## config.mk

```make
export PLATFORM = sky130hd
export DESIGN_NAME = sincos_pipe
export DESIGN_NICKNAME = d
export VERILOG_FILES = /design/src/rtl/sincos_pkg.sv /design/src/rtl/sincos_stage.sv /design/src/rtl/sincos_post.sv /design/src/rtl/sincos_pipe.sv
export SDC_FILE = /design/constraint.sdc
export NUM_CORES = 2
export LEC_CHECK = 0
export ABC_AREA = 0
export ABC_CLOCK_PERIOD_IN_PS = 46300
export BUFFER_PORTS_ARGS = -buffer_cell sky130_fd_sc_hd__buf_2
export CORE_MARGIN = 3
export CORE_UTILIZATION = 25
export DETAILED_ROUTE_END_ITERATION = 16
export PLACE_DENSITY_LB_ADDON = 0.08
export SYNTH_ARGS = -nofsm -noshare
export SYNTH_HDL_FRONTEND = slang
export SYNTH_SLANG_ARGS = --single-unit
```

## constraint.sdc

```tcl
create_clock -name clk -period 46.3 [get_ports clk]
set_input_delay 2.315 -clock clk [delete_from_list [all_inputs] [get_ports clk]]
set_output_delay 2.315 -clock clk [all_outputs]
set_load 0.005 [all_outputs]
```

## src/rtl/sincos_pkg.sv

```systemverilog
package sincos_pkg;
  // Internal angle scale: one full turn equals 2**ANG_W.
  localparam int ANG_W = 26;
  localparam int Z_W   = ANG_W + 1;
  // Inverse rotation gain, 0.607252935 in Q30.
  localparam longint INV_GAIN_Q30 = 64'sd652032874;

  // atan(2**-i) expressed in units of one turn / 2**ANG_W.
  function automatic logic [ANG_W-1:0] atan_step(input int i);
    case (i)
      0:  return 26'd8388608;
      1:  return 26'd4952085;
      2:  return 26'd2616545;
      3:  return 26'd1328199;
      4:  return 26'd666677;
      5:  return 26'd333664;
      6:  return 26'd166872;
      7:  return 26'd83441;
      8:  return 26'd41721;
      9:  return 26'd20861;
      10: return 26'd10430;
      11: return 26'd5215;
      12: return 26'd2608;
      13: return 26'd1304;
      14: return 26'd652;
      15: return 26'd326;
      default: return '0;
    endcase
  endfunction
endpackage

```

## src/rtl/sincos_stage.sv

```systemverilog
module sincos_stage
  import sincos_pkg::*;
#(
  parameter int XW    = 21,
  parameter int SHIFT = 0
) (
  input  logic                 clk,
  input  logic                 rst,
  input  logic                 adv,
  input  logic                 in_v,
  input  logic signed [XW-1:0] in_x,
  input  logic signed [XW-1:0] in_y,
  input  logic signed [Z_W-1:0] in_z,
  input  logic [1:0]           in_q,
  output logic                 out_v,
  output logic signed [XW-1:0] out_x,
  output logic signed [XW-1:0] out_y,
  output logic signed [Z_W-1:0] out_z,
  output logic [1:0]           out_q
);
  localparam logic signed [Z_W-1:0] STEP = $signed(Z_W'(atan_step(SHIFT)));
  localparam logic signed [Z_W-1:0] QTURN = $signed(Z_W'(1) <<< (ANG_W - 2));

  logic                  turn_up;
  logic signed [XW-1:0]  x_sh, y_sh, nx, ny;
  logic signed [Z_W-1:0] nz;

  always_comb begin
    turn_up = !in_z[Z_W-1];
    x_sh    = in_x >>> SHIFT;
    y_sh    = in_y >>> SHIFT;
    nx      = turn_up ? in_x - y_sh : in_x + y_sh;
    ny      = turn_up ? in_y + x_sh : in_y - x_sh;
    nz      = turn_up ? in_z - STEP : in_z + STEP;
  end

  always_ff @(posedge clk) begin
    if (rst)      out_v <= 1'b0;
    else if (adv) out_v <= in_v;
  end

  always_ff @(posedge clk) begin
    if (adv) begin
      out_x <= nx;
      out_y <= ny;
      out_z <= nz;
      out_q <= in_q;
    end
  end

  // the residual angle never leaves a quarter turn either side of zero.
  assert_residual_bound_R1: assert property (@(posedge clk) disable iff (rst)
    out_v |-> (out_z < QTURN && out_z > -QTURN));
endmodule

```

## src/rtl/sincos_post.sv

```systemverilog
module sincos_post #(
  parameter int XW    = 21,
  parameter int OUT_W = 16,
  parameter int GUARD = 3
) (
  input  logic                    clk,
  input  logic                    rst,
  input  logic                    adv,
  input  logic                    in_v,
  input  logic signed [XW-1:0]    in_x,
  input  logic signed [XW-1:0]    in_y,
  input  logic [1:0]              in_q,
  output logic                    out_v,
  output logic signed [OUT_W-1:0] out_s,
  output logic signed [OUT_W-1:0] out_c
);
  localparam logic signed [XW-1:0] LIM  = XW'((2 ** (OUT_W - 1)) - 1);
  localparam logic signed [XW-1:0] HALF = XW'(1) <<< (GUARD - 1);
  localparam logic signed [OUT_W-1:0] MOST_NEG = {1'b1, {(OUT_W-1){1'b0}}};

  logic signed [XW-1:0]    xr, yr, xc, yc;
  logic signed [OUT_W-1:0] cv, sv, s_n, c_n;

  always_comb begin
    xr = (in_x + HALF) >>> GUARD;
    yr = (in_y + HALF) >>> GUARD;
    xc = (xr > LIM) ? LIM : ((xr < -LIM) ? -LIM : xr);
    yc = (yr > LIM) ? LIM : ((yr < -LIM) ? -LIM : yr);
    cv = xc[OUT_W-1:0];
    sv = yc[OUT_W-1:0];
    case (in_q)
      2'd0: begin s_n = sv;  c_n = cv;  end
      2'd1: begin s_n = cv;  c_n = -sv; end
      2'd2: begin s_n = -sv; c_n = -cv; end
      default: begin s_n = -cv; c_n = sv; end
    endcase
  end

  always_ff @(posedge clk) begin
    if (rst)      out_v <= 1'b0;
    else if (adv) out_v <= in_v;
  end

  always_ff @(posedge clk) begin
    if (adv) begin
      out_s <= s_n;
      out_c <= c_n;
    end
  end

  // the clamp keeps the most negative code off the outputs.
  assert_no_most_negative_R7: assert property (@(posedge clk) disable iff (rst)
    out_v |-> (out_s != MOST_NEG && out_c != MOST_NEG));
endmodule

```

## src/rtl/sincos_pipe.sv

```systemverilog
module sincos_pipe
  import sincos_pkg::*;
#(
  parameter int PHASE_W = 24,
  parameter int OUT_W   = 16,
  parameter int GUARD   = 3,
  parameter int STAGES  = 16
) (
  input  logic                    clk,
  input  logic                    rst,
  input  logic                    in_valid,
  output logic                    in_ready,
  input  logic [PHASE_W-1:0]      in_phase,
  output logic                    out_valid,
  input  logic                    out_ready,
  output logic signed [OUT_W-1:0] out_sin,
  output logic signed [OUT_W-1:0] out_cos
);
  localparam int XW = OUT_W + GUARD + 2;
  localparam int SH = ANG_W - PHASE_W;
  localparam longint FULL = longint'((2 ** (OUT_W - 1)) - 1) <<< GUARD;
  localparam longint X0_L = (FULL * INV_GAIN_Q30 + (64'sd1 <<< 29)) >>> 30;
  localparam logic signed [XW-1:0] X_START = XW'(X0_L);
  localparam int LAST_STEP = (STAGES > 16) ? 15 : STAGES - 1;
  localparam logic signed [Z_W-1:0] Z_DONE = $signed(Z_W'(2 * atan_step(LAST_STEP) + 16));

  logic                  adv;
  logic                  vs [0:STAGES];
  logic signed [XW-1:0]  xs [0:STAGES];
  logic signed [XW-1:0]  ys [0:STAGES];
  logic signed [Z_W-1:0] zs [0:STAGES];
  logic [1:0]            qs [0:STAGES];

  assign adv      = !out_valid || out_ready;
  assign in_ready = adv;

  assign vs[0] = in_valid;
  assign xs[0] = X_START;
  assign ys[0] = '0;
  assign zs[0] = $signed(Z_W'(in_phase[PHASE_W-3:0]) << SH);
  assign qs[0] = in_phase[PHASE_W-1:PHASE_W-2];

  for (genvar i = 0; i < STAGES; i++) begin : g_rot
    sincos_stage #(.XW(XW), .SHIFT(i)) u_stage (
      .clk(clk), .rst(rst), .adv(adv),
      .in_v(vs[i]), .in_x(xs[i]), .in_y(ys[i]), .in_z(zs[i]), .in_q(qs[i]),
      .out_v(vs[i+1]), .out_x(xs[i+1]), .out_y(ys[i+1]), .out_z(zs[i+1]), .out_q(qs[i+1])
    );
  end

  sincos_post #(.XW(XW), .OUT_W(OUT_W), .GUARD(GUARD)) u_post (
    .clk(clk), .rst(rst), .adv(adv),
    .in_v(vs[STAGES]), .in_x(xs[STAGES]), .in_y(ys[STAGES]), .in_q(qs[STAGES]),
    .out_v(out_valid), .out_s(out_sin), .out_c(out_cos)
  );

  // a stalled result stays put.
  assert_stall_hold_R4: assert property (@(posedge clk) disable iff (rst)
    (out_valid && !out_ready) |=> (out_valid && $stable(out_sin) && $stable(out_cos)));

  // a result only leaves after being taken.
  assert_leave_when_taken_R4: assert property (@(posedge clk) disable iff (rst)
    $fell(out_valid) |-> $past(out_ready));

  // reset empties the output register.
  assert_reset_empty_R8: assert property (@(posedge clk)
    $past(rst) |-> !out_valid);

  // after the last rotation the residual angle has nearly vanished.
  assert_converged_R1: assert property (@(posedge clk) disable iff (rst)
    vs[STAGES] |-> (zs[STAGES] < Z_DONE && zs[STAGES] > -Z_DONE));
endmodule

```

# After elaboration in Yosys (flattened, before gate mapping)

Cells that the tools add are included.

Register bits: 1,110
Output and inout port bits: 34

$add $sub $neg: 89
Reductions and logical operators: 3
Mux-type cells: 50
$lt $le $gt $ge: 4
Eq/ne operators: 2

Operator list:

| kind                                          | number |
|---|---|
| 2-to-1 mux 21 bit                             | 28 |
| 2-to-1 mux 27 bit                             | 14 |
| case mux 16 bit (3 select lines)              | 2 |
| 2-to-1 mux 16 bit                             | 4 |
| adder 21 x 10 -> 21 bit                       | 2 |
| adder 21 x 11 -> 21 bit                       | 2 |
| adder 21 x 12 -> 21 bit                       | 2 |
| adder 21 x 13 -> 21 bit                       | 2 |
| adder 21 x 14 -> 21 bit                       | 2 |
| adder 21 x 15 -> 21 bit                       | 2 |
| adder 21 x 16 -> 21 bit                       | 2 |
| adder 21 x 17 -> 21 bit                       | 2 |
| adder 21 x 18 -> 21 bit                       | 2 |
| adder 21 x 4 -> 21 bit, second input constant | 2 |
| adder 21 x 6 -> 21 bit                        | 2 |
| adder 21 x 7 -> 21 bit                        | 2 |
| adder 21 x 8 -> 21 bit                        | 2 |
| adder 21 x 9 -> 21 bit                        | 2 |
| subtractor 21 x 10 -> 21 bit                  | 2 |
| subtractor 21 x 11 -> 21 bit                  | 2 |
| subtractor 21 x 12 -> 21 bit                  | 2 |
| subtractor 21 x 13 -> 21 bit                  | 2 |
| subtractor 21 x 14 -> 21 bit                  | 2 |
| subtractor 21 x 15 -> 21 bit                  | 2 |
| 47 further kinds                              | 60 |

# Depth between registers and ports, before layout

Word-level depth: 6
Depth in mapped cells: 19
Gate-level depth less buffers: 18

# Modules after synthesis

From an unflattened synthesis, not the netlist that was laid out.

Cells, all modules: 10,433
Area, all modules: 100,430.1 um^2

By module, submodules not included:

| module                            | cells each | instances | area each (um^2) |
|---|---|---|---|
| sincos_stage at g_rot[4].u_stage  | 651        | 1         | 6,266.0 |
| sincos_stage at g_rot[7].u_stage  | 638        | 1         | 6,243.5 |
| sincos_stage at g_rot[2].u_stage  | 649        | 1         | 6,175.9 |
| sincos_stage at g_rot[1].u_stage  | 636        | 1         | 6,150.9 |
| sincos_stage at g_rot[14].u_stage | 622        | 1         | 6,047.0 |
| sincos_stage at g_rot[8].u_stage  | 631        | 1         | 6,043.3 |
| sincos_stage at g_rot[3].u_stage  | 609        | 1         | 6,039.5 |
| sincos_stage at g_rot[9].u_stage  | 623        | 1         | 6,032.0 |
| sincos_stage at g_rot[11].u_stage | 622        | 1         | 5,990.7 |
| sincos_stage at g_rot[10].u_stage | 609        | 1         | 5,967.0 |
| sincos_stage at g_rot[15].u_stage | 617        | 1         | 5,963.2 |
| sincos_stage at g_rot[13].u_stage | 578        | 1         | 5,816.8 |
| sincos_stage at g_rot[5].u_stage  | 573        | 1         | 5,795.6 |
| sincos_stage at g_rot[12].u_stage | 581        | 1         | 5,784.3 |
| 4 more rows                       | --         | --        | -- |

# Worst setup path before layout

OpenSTA, ideal clock, no wires.

Path type: input to output
Start: in out_ready
End: out in_ready
Stages: 4
Data required time: 43.985 ns
Path slack: 14.419 ns
Buffers on the path: 2
Data arrival time: 29.566 ns
Cell sequence: nor2b_1 clkbuf_1 clkinv_1 buf_1

Word-level cells in the longest chain between the ends: 1

RTL lines:

| what             | line              | source |
|---|---|---|
| from (decl)      | sincos_pipe.sv:15 | `input logic out_ready,` |
| logical OR 1 bit | sincos_pipe.sv:34 | `assign adv = !out_valid \|\| out_ready;` |
| to (decl)        | sincos_pipe.sv:12 | `output logic in_ready,` |

Every way passes these cells.

# Final worst setup path

Start: in out_ready
End: reg g_rot[2].u_stage.out_x[0], enable pin

Word-level cells in the longest chain between the ends: 1

RTL lines:

| what                 | line               | source |
|---|---|---|
| logical OR 1 bit     | sincos_pipe.sv:34  |  |
| to (signal assigned) | sincos_stage.sv:44 | `out_x <= nx;` |
| to (decl)            | sincos_stage.sv:16 | `output logic signed [XW-1:0] out_x,` |

Every way passes these cells.
A chain may end at the register's enable or synchronous reset.

==> run_results.csv <==
group,metric,value,unit
floorplanning,rows,202,
setup_path,crit_arrival,7.91,ns
placement,hpwl,154000,um
synthesis,synth_area_leaders,"edfxtp_1 39%, ha_1 15%, xnor2_1 8.2%",
cts,cts_tree,"built",
setup_path,crit_slowest_cell,"buf_4",
drt,drtIter0Drc,2404,
setup_path,crit_required,46.73,ns
drt,wl,197000,um
setup_path,crit_path_start_kind,"input pin",
synthesis,synth_edf_count,996,
layout,final_cells,11900,
run,cap_viol_max_count,0,
sta,rsz0062_at_grt,"false",
drt,via_count,55200,
cts,cts_buffer_depth,4,
setup_path,crit_type,"input pin to flop",
synthesis,synth_seq_area_share,39.3,%
cts,cts_setup_buffers,0,
min_path,hold_class,"flop to flop",
synthesis,ys.flop_type,"edfxtp_1",
cts,root_buffer,"clkbuf_16",
synthesis,syn_nets,8581,
grt,grt_max_degree,155,
grt,grt-ovfl-total,0,
sta,finalHoldViolCount,0,
layout,multi_input_comb_area,44800,sq um
floorplanning,chipWidth,561,um
cts,cts_resized,0,
setup_path,reg2reg_depth,9,
synthesis,synthTopCellsByCount,"996 x edfxtp_1, 902 x ha_1, 763 x a21oi_1",
placement,gp_congestion,0.809,
sta,max_freq,0.134,GHz
grt,grt_pass1_wl,314000,um
floorplanning,start_util,25.2,%
sta,finClkSkew,0.0614,ns
sta,tns,0,ns
synthesis,yosys.area.top_type_share,38.9,%
synthesis,ys_ff_latch,1013,
synthesis,async_flop_share,0,%
run_status,outcome,"finished clean",
synthesis,synth_cell_type_count,103,
floorplanning,fp.coreArea,305000,sq um
drt,wl_per_cell,16.5,um
floorplanning,die_area,314000,sq um
placement,place.port_buffers,61,
layout,fill_cells,31600,
setup_path,cp-end-kind,"flop",
floorplanning,die_y,561,um
sta,slew_headroom,30.2,%
setup_path,crit_fanout,100,
cts,cts_max_level,4,
grt,track_usage,12.3,%
layout,finalNetCount,8713,
layout,drive_gt1_share,5.94,%
cts,cts_hold_buffers,0,
floorplanning,ioPinCount,62,
cts,path_clk_slew,0.05,ns
sta,finalCritPeriodShare,16.2,%
sta,finalSetupViolations,0,
grt,grt_pass1_vias,56100,
setup_path,crit_chain,"buf_2, nor2b_1, buf_4, inv_8, buf_4, buf_4, buf_4, buf_4, buf_4, buf_4",
sta,period_minus_slack,7.48,ns
synthesis,synth_top_area_cell,"edfxtp_1",
layout,synthToLayoutAreaGrowth,12.7,%
drt,ant_nets,0,
synthesis,synth_area,76900,sq um
setup_path,path_common_cell,"buf_4",
drt,avgViaCountPerCell,4.62,
cts,numCtsBuffers,146,
grt,antenna_found_initial,1,
synthesis,synthCells,7617,
drt,dr.pass1.iters,7,
synthesis,yosysWarningCount,0,
placement,dp.cells,11700,
cts,cts.sinks,1013,
sta,worstMarginPinSlew,1.02,ns
layout,seq_area,30200,sq um
drt,drcViolationCount,0,
synthesis,postSynthAreaPerCell,10.1,sq um
synthesis,synth.most_common_cell,"edfxtp_1",
min_path,min_path_cells,0,
cts,clk_latency,0.81,ns
sta,maxSlewViolCount,0,
setup_path,cpPeakStageDelay,0.90,ns
## cells by family (layout without fill, tap and decap cells)
| group | count (synthesis) | after routing | synth area share [%] |
|---|---|---|---|
| DFF | 1013 | 1013 | 39.3 |
| other | 0 | 1 | 0 |
| muxes | 82 | 82 | 1.30 |
| AOI/OAI and AO/OA | 2009 | 2009 | 16.4 |
| and+or+nand+nor | 2083 | 2083 | 13.4 |
| buffers and inverters | 479 | 724 | 2.40 |
| xor gates and xnor gates | 1015 | 1015 | 11.6 |
| adders and majority gates | 936 | 936 | 15.6 |
## cell usage in the layout (no fill, tap or decap), types with 36 or more instances in the layout
cell	n
edfxtp_1	996
ha_1	902
a21oi_1	763
xnor2_1	718
nor2_1	667
inv_1	359
o21ai_0	320
nand2_1	319
xor2_1	296
nor3_1	282
a21o_1	224
nand3_1	169
clkbuf_16	150
nor2b_1	136
o21a_1	118
nand2b_1	110
a31oi_1	106
o21bai_1	83
or3_1	68
buf_2	61
and2_1	51
or2_2	51
and3_1	47
nand4_1	45
buf_4	39
mux2_2	38
a211oi_1	36
## final cells by class
cell class              instances  share of cell area, %
diodes                          1                0.00289
clock inverters                88                  0.810
well taps                    4080                   5.89
flip-flops and latches       1013                   34.9
clock buffers                 173                   4.44
multi-input cells            6125                   51.7
inverters                     362                   1.58
repair buffers                101                  0.713
## per-stage QoR
stage	util, %	setup WS (ns)	hold slack (ns)	area, sq um
CTS	28.5	38.65	0.406	86700
finish	28.5	38.82	0.410	86700
detailed placement	27.0	37.72	0.405	82100
floorplan	-	14.42	0.400	76900
global route	28.5	38.22	0.419	86700
global placement	27.0	37.86	0.401	82100
## path summary, 6_finish.rpt
| path | slack, ns | from | endpoint |
|---|---|---|---|
| worst max register to register | 40.02 | u_post.out_v | g_rot[2].u_stage.out_x[0] |
| worst max-delay path | 38.82 | out_ready | g_rot[2].u_stage.out_x[0] |
| worst min-delay path | 0.41 | g_rot[11].u_stage.out_z[3] | g_rot[12].u_stage.out_z[3] |
| worst min register to register | 0.41 | g_rot[11].u_stage.out_z[3] | g_rot[12].u_stage.out_z[3] |
## flip-flops by register name (all words and copies together) (netlist names)
signal,flops
g_rot.u_stage.out_q,32
g_rot.u_stage.out_v,16
g_rot.u_stage.out_x,287
g_rot.u_stage.out_y,288
g_rot.u_stage.out_z,357
u_post.out_c,16
u_post.out_s,16
u_post.out_v,1
## layer usage
| layer | global-route usage [%] | wire length, um |
|---|---|---|
| met1 | 15.0 | 87600 |
| met2 | 22.6 | 99300 |
| met3 | 1.43 | 5070 |
| met4 | 3.44 | 5040 |
| met5 | 0 | 0 |
## critical path, delay by kind of cell
| kind | cells | cell delay (ns) |
|---|---|---|
| buf+inv | 9 | 5.20 |
| simple gates | 1 | 0.04 |
Power is not shown: default switching activity piles up to over one toggle a cycle in this logic, so the estimate is an artifact.
